===== config.mk =====
export PLATFORM = sky130hd
export DESIGN_NAME = flash_cmd_decoder
export DESIGN_NICKNAME = d
export VERILOG_FILES = /design/src/rtl/fcd_pkg.sv /design/src/rtl/fcd_cmd_match.sv /design/src/rtl/fcd_seq_fsm.sv /design/src/rtl/fcd_req_out.sv /design/src/rtl/flash_cmd_decoder.sv
export SDC_FILE = /design/constraint.sdc
export NUM_CORES = 1
export LEC_CHECK = 0
export ABC_CLOCK_PERIOD_IN_PS = 5600
export BUFFER_PORTS_ARGS = -buffer_cell sky130_fd_sc_hd__buf_2
export CAP_MARGIN = 25
export CORE_ASPECT_RATIO = 0.5
export CORE_MARGIN = 4
export CORE_UTILIZATION = 52
export DETAILED_ROUTE_END_ITERATION = 8
export GPL_ROUTABILITY_DRIVEN = 0
export MAX_ROUTING_LAYER = met4
export PLACE_DENSITY = 0.84
export SYNTH_ARGS = -nofsm -noshare
export SYNTH_HDL_FRONTEND = slang
export SYNTH_SLANG_ARGS = --single-unit

===== constraint.sdc =====
create_clock -name clk_i -period 5.6 [get_ports clk_i]
set_input_delay 0.56 -clock clk_i [delete_from_list [all_inputs] [get_ports clk_i]]
set_output_delay 0.56 -clock clk_i [all_outputs]
set_load 0.005 [all_outputs]

===== src/rtl/fcd_pkg.sv =====
package fcd_pkg;

  typedef enum logic [3:0] {
    ST_READ,
    ST_UL1,
    ST_UL2,
    ST_PGM,
    ST_ER3,
    ST_ER4,
    ST_ER5,
    ST_BYP,
    ST_BYP_PGM,
    ST_BYP_RST
  } fcd_state_e;

  typedef struct packed {
    logic ul1;
    logic ul2;
    logic pgm;
    logic ers;
    logic bulk;
    logic sect;
    logic byp;
    logic brst;
    logic brst_end;
  } fcd_hit_t;

  localparam logic [7:0] CMD_UL1      = 8'hAA;
  localparam logic [7:0] CMD_UL2      = 8'h55;
  localparam logic [7:0] CMD_PGM      = 8'hA0;
  localparam logic [7:0] CMD_ERS      = 8'h80;
  localparam logic [7:0] CMD_BULK     = 8'h10;
  localparam logic [7:0] CMD_SECT     = 8'h30;
  localparam logic [7:0] CMD_BYP      = 8'h20;
  localparam logic [7:0] CMD_BRST     = 8'h90;
  localparam logic [7:0] CMD_BRST_END = 8'h00;

  localparam int unsigned UL1_ADDR = 32'h555;
  localparam int unsigned UL2_ADDR = 32'h2AA;

endpackage


===== src/rtl/fcd_cmd_match.sv =====
module fcd_cmd_match
  import fcd_pkg::*;
#(
  parameter int unsigned ADDR_W = 20,
  parameter int unsigned DATA_W = 16,
  parameter int unsigned ULK_W  = 11
) (
  input  logic [ADDR_W-1:0] addr_i,
  input  logic [DATA_W-1:0] data_i,
  output fcd_hit_t          hit_o
);

  localparam logic [ULK_W-1:0] A1 = ULK_W'(UL1_ADDR);
  localparam logic [ULK_W-1:0] A2 = ULK_W'(UL2_ADDR);

  logic [ULK_W-1:0] a_lo;
  logic [7:0]       cmd;

  assign a_lo = addr_i[ULK_W-1:0];

  // command byte is the low data byte regardless of bus width
  generate
    if (DATA_W >= 8) begin : g_wide
      assign cmd = data_i[7:0];
    end else begin : g_narrow
      assign cmd = 8'(data_i);
    end
  endgenerate

  always_comb begin
    hit_o          = '0;
    hit_o.ul1      = (cmd == CMD_UL1) && (a_lo == A1);
    hit_o.ul2      = (cmd == CMD_UL2) && (a_lo == A2);
    hit_o.pgm      = (cmd == CMD_PGM);
    hit_o.ers      = (cmd == CMD_ERS);
    hit_o.bulk     = (cmd == CMD_BULK);
    hit_o.sect     = (cmd == CMD_SECT);
    hit_o.byp      = (cmd == CMD_BYP);
    hit_o.brst     = (cmd == CMD_BRST);
    hit_o.brst_end = (cmd == CMD_BRST_END);
  end

endmodule


===== src/rtl/fcd_seq_fsm.sv =====
module fcd_seq_fsm
  import fcd_pkg::*;
(
  input  logic       clk_i,
  input  logic       rst_ni,
  input  logic       wr_en_i,
  input  logic       busy_i,
  input  fcd_hit_t   hit_i,
  output fcd_state_e state_o,
  output logic       fire_prog_o,
  output logic       fire_bulk_o,
  output logic       fire_sect_o
);

  fcd_state_e state_q, state_d;
  logic       accept;

  assign accept = wr_en_i && !busy_i;

  always_comb begin
    state_d     = state_q;
    fire_prog_o = 1'b0;
    fire_bulk_o = 1'b0;
    fire_sect_o = 1'b0;
    if (accept) begin
      unique case (state_q)
        ST_READ: state_d = hit_i.ul1 ? ST_UL1 : ST_READ;
        ST_UL1:  state_d = hit_i.ul2 ? ST_UL2 : ST_READ;
        ST_UL2: begin
          if (hit_i.pgm)      state_d = ST_PGM;
          else if (hit_i.ers) state_d = ST_ER3;
          else if (hit_i.byp) state_d = ST_BYP;
          else                state_d = ST_READ;
        end
        ST_PGM: begin
          fire_prog_o = 1'b1;
          state_d     = ST_READ;
        end
        ST_ER3: state_d = hit_i.ul1 ? ST_ER4 : ST_READ;
        ST_ER4: state_d = hit_i.ul2 ? ST_ER5 : ST_READ;
        ST_ER5: begin
          fire_bulk_o = hit_i.bulk;
          fire_sect_o = hit_i.sect;
          state_d     = ST_READ;
        end
        ST_BYP: begin
          // foreign commands leave the mode untouched
          if (hit_i.pgm)       state_d = ST_BYP_PGM;
          else if (hit_i.brst) state_d = ST_BYP_RST;
          else                 state_d = ST_BYP;
        end
        ST_BYP_PGM: begin
          fire_prog_o = 1'b1;
          state_d     = ST_BYP;
        end
        ST_BYP_RST: state_d = hit_i.brst_end ? ST_READ : ST_BYP;
        default:    state_d = ST_READ;
      endcase
    end
  end

  always_ff @(posedge clk_i or negedge rst_ni) begin
    if (!rst_ni) state_q <= ST_READ;
    else         state_q <= state_d;
  end

  assign state_o = state_q;

  assert_busy_hold_R11: assert property (@(posedge clk_i) disable iff (!rst_ni)
    busy_i |=> $stable(state_q));

  assert_byp_ignore_R9: assert property (@(posedge clk_i) disable iff (!rst_ni)
    (state_q == ST_BYP && accept && !hit_i.pgm && !hit_i.brst) |=> state_q == ST_BYP);

  assert_byp_exit_R10: assert property (@(posedge clk_i) disable iff (!rst_ni)
    (state_q == ST_BYP_RST && accept && hit_i.brst_end) |=> state_q == ST_READ);

  assert_byp_enter_R7: assert property (@(posedge clk_i) disable iff (!rst_ni)
    (state_q == ST_UL2 && accept && hit_i.byp) |=> state_q == ST_BYP);

endmodule


===== src/rtl/fcd_req_out.sv =====
module fcd_req_out #(
  parameter int unsigned ADDR_W = 20,
  parameter int unsigned DATA_W = 16,
  parameter int unsigned SECT_W = 4
) (
  input  logic              clk_i,
  input  logic              rst_ni,
  input  logic              fire_prog_i,
  input  logic              fire_bulk_i,
  input  logic              fire_sect_i,
  input  logic [ADDR_W-1:0] addr_i,
  input  logic [DATA_W-1:0] data_i,
  output logic              prog_req_o,
  output logic [ADDR_W-1:0] prog_addr_o,
  output logic [DATA_W-1:0] prog_data_o,
  output logic              bulk_erase_o,
  output logic              sect_erase_o,
  output logic [SECT_W-1:0] sect_addr_o
);

  localparam int unsigned SECT_LSB = ADDR_W - SECT_W;

  always_ff @(posedge clk_i or negedge rst_ni) begin
    if (!rst_ni) begin
      prog_req_o   <= 1'b0;
      bulk_erase_o <= 1'b0;
      sect_erase_o <= 1'b0;
    end else begin
      prog_req_o   <= fire_prog_i;
      bulk_erase_o <= fire_bulk_i;
      sect_erase_o <= fire_sect_i;
    end
  end

  always_ff @(posedge clk_i or negedge rst_ni) begin
    if (!rst_ni) begin
      prog_addr_o <= '0;
      prog_data_o <= '0;
      sect_addr_o <= '0;
    end else begin
      if (fire_prog_i) begin
        prog_addr_o <= addr_i;
        prog_data_o <= data_i;
      end
      if (fire_sect_i) sect_addr_o <= addr_i[ADDR_W-1:SECT_LSB];
    end
  end

  assert_req_onehot_R12: assert property (@(posedge clk_i) disable iff (!rst_ni)
    $onehot0({prog_req_o, bulk_erase_o, sect_erase_o}));

  assert_prog_pulse_R12: assert property (@(posedge clk_i) disable iff (!rst_ni)
    prog_req_o |=> !prog_req_o);

  assert_erase_pulse_R12: assert property (@(posedge clk_i) disable iff (!rst_ni)
    (bulk_erase_o || sect_erase_o) |=> !(bulk_erase_o || sect_erase_o));

endmodule


===== src/rtl/flash_cmd_decoder.sv =====
module flash_cmd_decoder
  import fcd_pkg::*;
#(
  parameter int unsigned ADDR_W = 20,
  parameter int unsigned DATA_W = 16,
  parameter int unsigned ULK_W  = 11,
  parameter int unsigned SECT_W = 4
) (
  input  logic              clk_i,
  input  logic              rst_ni,
  input  logic              wr_en_i,
  input  logic [ADDR_W-1:0] wr_addr_i,
  input  logic [DATA_W-1:0] wr_data_i,
  input  logic              busy_i,
  output logic              prog_req_o,
  output logic [ADDR_W-1:0] prog_addr_o,
  output logic [DATA_W-1:0] prog_data_o,
  output logic              bulk_erase_o,
  output logic              sect_erase_o,
  output logic [SECT_W-1:0] sect_addr_o,
  output logic              bypass_o
);

  fcd_hit_t   hit;
  fcd_state_e state;
  logic       fire_prog, fire_bulk, fire_sect;

  fcd_cmd_match #(
    .ADDR_W(ADDR_W),
    .DATA_W(DATA_W),
    .ULK_W (ULK_W)
  ) i_match (
    .addr_i(wr_addr_i),
    .data_i(wr_data_i),
    .hit_o (hit)
  );

  fcd_seq_fsm i_fsm (
    .clk_i      (clk_i),
    .rst_ni     (rst_ni),
    .wr_en_i    (wr_en_i),
    .busy_i     (busy_i),
    .hit_i      (hit),
    .state_o    (state),
    .fire_prog_o(fire_prog),
    .fire_bulk_o(fire_bulk),
    .fire_sect_o(fire_sect)
  );

  fcd_req_out #(
    .ADDR_W(ADDR_W),
    .DATA_W(DATA_W),
    .SECT_W(SECT_W)
  ) i_out (
    .clk_i       (clk_i),
    .rst_ni      (rst_ni),
    .fire_prog_i (fire_prog),
    .fire_bulk_i (fire_bulk),
    .fire_sect_i (fire_sect),
    .addr_i      (wr_addr_i),
    .data_i      (wr_data_i),
    .prog_req_o  (prog_req_o),
    .prog_addr_o (prog_addr_o),
    .prog_data_o (prog_data_o),
    .bulk_erase_o(bulk_erase_o),
    .sect_erase_o(sect_erase_o),
    .sect_addr_o (sect_addr_o)
  );

  assign bypass_o = (state == ST_BYP) || (state == ST_BYP_PGM) || (state == ST_BYP_RST);

  assert_no_erase_in_byp_R9: assert property (@(posedge clk_i) disable iff (!rst_ni)
    bypass_o |=> !(bulk_erase_o || sect_erase_o));

  assert_busy_no_req_R11: assert property (@(posedge clk_i) disable iff (!rst_ni)
    busy_i |=> !(prog_req_o || bulk_erase_o || sect_erase_o));

endmodule


==> qor.yml <==
status:
  status: "complete, no violations"
yosys:
  yosys_warnings: 0
  ys_ff_latch: 47
  synth_area_leaders: "dfrtp_1, mux2_4, mux2_2, buf_6, nor4_1"
  async_reset_ff_share_pct: 100
  synth.distinct_cells: 40
  synth_top_area_share_pct: 53.7
  avgSynthCellArea_um2: 13.3
  syn_nets: 205
  seq_area_frac_synth_pct: 53.7
  yosysTopAreaCell: "dfrtp_1"
  syn_inst: 165
  synth_edf_count: 0
  netlist_area_mm2: 0.00219
  synth_ff_type: "dfrtp_1"
clocking:
  cts_hold_buf: 0
  clk_pin_slew_ns: 0.09
  tritoncts: "built"
  cts_resized: 0
  cts-buffers-inserted: 5
  htreeDepth: 2
  cts-root-buf: "clkbuf_8"
  cts_setup_buffers: 0
  cts_max_path_buffers: 2
  clock_latency_ns: 0.31
  cts.sinks: 47
pwr:
  p_comb_share_pct: 10.2
  internal_power_uw: 474
  ir_worst_vdd_mv: 0.140
  p_switching_uw: 159
  p_seq_share_pct: 56.6
  powerDensity_mw_per_mm2: 232
  p_sw_share_pct: 25.1
  power.share.clock_pct: 33.1
  power_leakage_nw: 1.51
global_routing:
  grt_pass1_vias: 1613
  use_met2_pct: 32.6
  busiest_layer: "met2"
  grt_util_met1_pct: 22.8
  grt_usage_pct: 19.1
  antenna_found_initial: 0
  gr-usage-met3_pct: 4.27
  grt.overflow.total: 0
  grt_first_pass_wirelength_um: 7630
  grt_start_max_net_pins: 48
sta:
  max_freq_ghz: 0.465
  setup_violations: 0
  tightest_slew_ns: 0.924
  hold_violations: 0
  slew_headroom_pct: 38.4
  skew_ns: 0.00927
  slew_viol_final: 0
  tns_ns: 0
  post-route-min-period_ns: 2.15
  rsz0062_at_grt: "no"
  period_share_pct: 38.4
setup_path:
  crit_path_start_kind: "flip-flop"
  r2r_start: "i_fsm.state_o[1]"
  cp_max_fo: 38
  rr_worst_depth: 4
  end_kind: "flip-flop"
  r2r_setup_slack_ns: 3.45
  arrival_ns: 2.34
  path_class: "reg2reg"
  r2r-end: "i_out.prog_addr_o[19]"
  worstPathRequired_ns: 5.79
placed_design:
  placed_cells: 292
  hpwl_um: 3570
  port_buffers: 83
floorplan:
  die_w_um: 99.8
  dieHeight_um: 53.9
  start_util_pct: 55.0
  dieArea_mm2: 0.00538
  rows: 16
  core_area_mm2: 0.00398
  ios: 84
route:
  route.vias.total: 1620
  ant_nets: 0
  viasPerCell: 5.38
  drt_iter0_drc: 58
  wl_um: 4750
  drt-pass1-iter-count: 4
  route.detailed.wl_per_inst_um: 15.8
  drc: 0
hold_path:
  hp-class: "in2async"
finish:
  antenna_cells: 0
  area_growth_pct: 24.7
  fin_nets: 286
  layoutNonFillerInstCount: 301
  n_fill_cell: 299
  drive_above_1_share_pct: 54.7
flow_run:
  maxCapViolCount: 0
==> synth_stat cells, types with 3 or more instances <==
library cell	number
buf_6	3
clkbuf_1	5
dfrtp_1	47
inv_1	3
mux2_2	20
mux2_4	17
nand2_1	6
nand3_1	3
nand4_1	3
nor2_1	5
nor2b_1	3
nor4_1	5
nor4b_1	3
nor4bb_1	3
o21ai_0	4
==> per-stage QoR <==
stage	hold slack [ns]	setup slack [ns]	power (mW)	util (%)	cell area (um^2)
after floorplan	0.264	3.64	0.390	-	2190
after global placement	0.468	3.26	0.425	65.6	2610
after detailed placement	0.486	3.22	0.428	65.6	2610
after CTS	0.452	3.45	0.638	67.9	2700
after global routing	0.256	3.38	0.663	68.6	2730
final	0.226	3.45	0.633	68.6	2730
==> worst max-delay path by stage <==
| stage | start | slack [ns] | endpoint | cells past startpoint |
|---|---|---|---|---|
| floorplan | wr_data_i[6] | 3.64 | i_out.sect_addr_o[2] | 4 |
| global placement | wr_data_i[6] | 3.26 | i_out.sect_addr_o[2] | 5 |
| detailed placement | wr_data_i[6] | 3.22 | i_out.sect_addr_o[3] | 5 |
| CTS | i_fsm.state_o[1] | 3.45 | i_out.prog_data_o[15] | 4 |
| global route | i_fsm.state_o[1] | 3.38 | i_out.prog_addr_o[19] | 4 |
| finish | i_fsm.state_o[1] | 3.45 | i_out.prog_addr_o[19] | 4 |
==> power by group through the flow <==
stage / clock network, mW / logic [mW] / registers (mW)
global placement: 0 / 0.0612 / 0.364
finish: 0.210 / 0.0648 / 0.359
detailed placement: 0 / 0.0630 / 0.365
CTS: 0.217 / 0.0635 / 0.358
floorplan: 0 / 0.0268 / 0.363
global route: 0.231 / 0.0726 / 0.360
==> flip-flops by register name, indices dropped and copies added (netlist names) <==
| register | count |
|---|---|
| i_out.prog_addr_o | 20 |
| i_out.prog_data_o | 16 |
| i_fsm.state_o | 4 |
| i_out.sect_addr_o | 4 |
| i_out.bulk_erase_o | 1 |
| i_out.prog_req_o | 1 |
| i_out.sect_erase_o | 1 |
==> critical path, cell delays in order (launching register included) <==
cell and delay [ns]:
dfrtp_1 0.52, inv_2 0.08, or3_1 0.35, a211o_2 0.65
mux2_4 0.43
==> layer usage <==
metal | share of wire [%] | vias up
met5 | 0 | -
met3 | 5.8 | 4
met4 | 0.80 | 0
li1 | - | 763
met1 | 42 | 784
met2 | 52 | 69
==> cell usage in the layout, fill, tap and decap left out, drive strengths merged, types with 4 or more instances in the layout <==
cell	instances
buf	84
clkbuf	5
dfrtp	47
inv	7
mux2	39
nand2	6
nor2	5
nor4	6
o21ai	4
==> layout make-up <==
| type | count | area [um^2] | area share, % |
|---|---|---|---|
| clock inverter | 3 | 22.5 | 0.825 |
| clock buffer | 5 | 68.8 | 2.52 |
| timing repair buffer | 84 | 443 | 16.2 |
| inverter | 5 | 18.8 | 0.687 |
| tap | 54 | 67.6 | 2.47 |
| multi-input combinational | 103 | 935 | 34.2 |
| sequential | 47 | 1180 | 43.1 |
==> cell families after synthesis <==
family | share of synthesized area, %
compound gates | 4.80
xor+xnor | 1.20
buf+inv | 3.71
flops | 53.7
mux | 23.0
simple gates | 13.6
No activity file was read; power rests on OpenSTA's default activity.
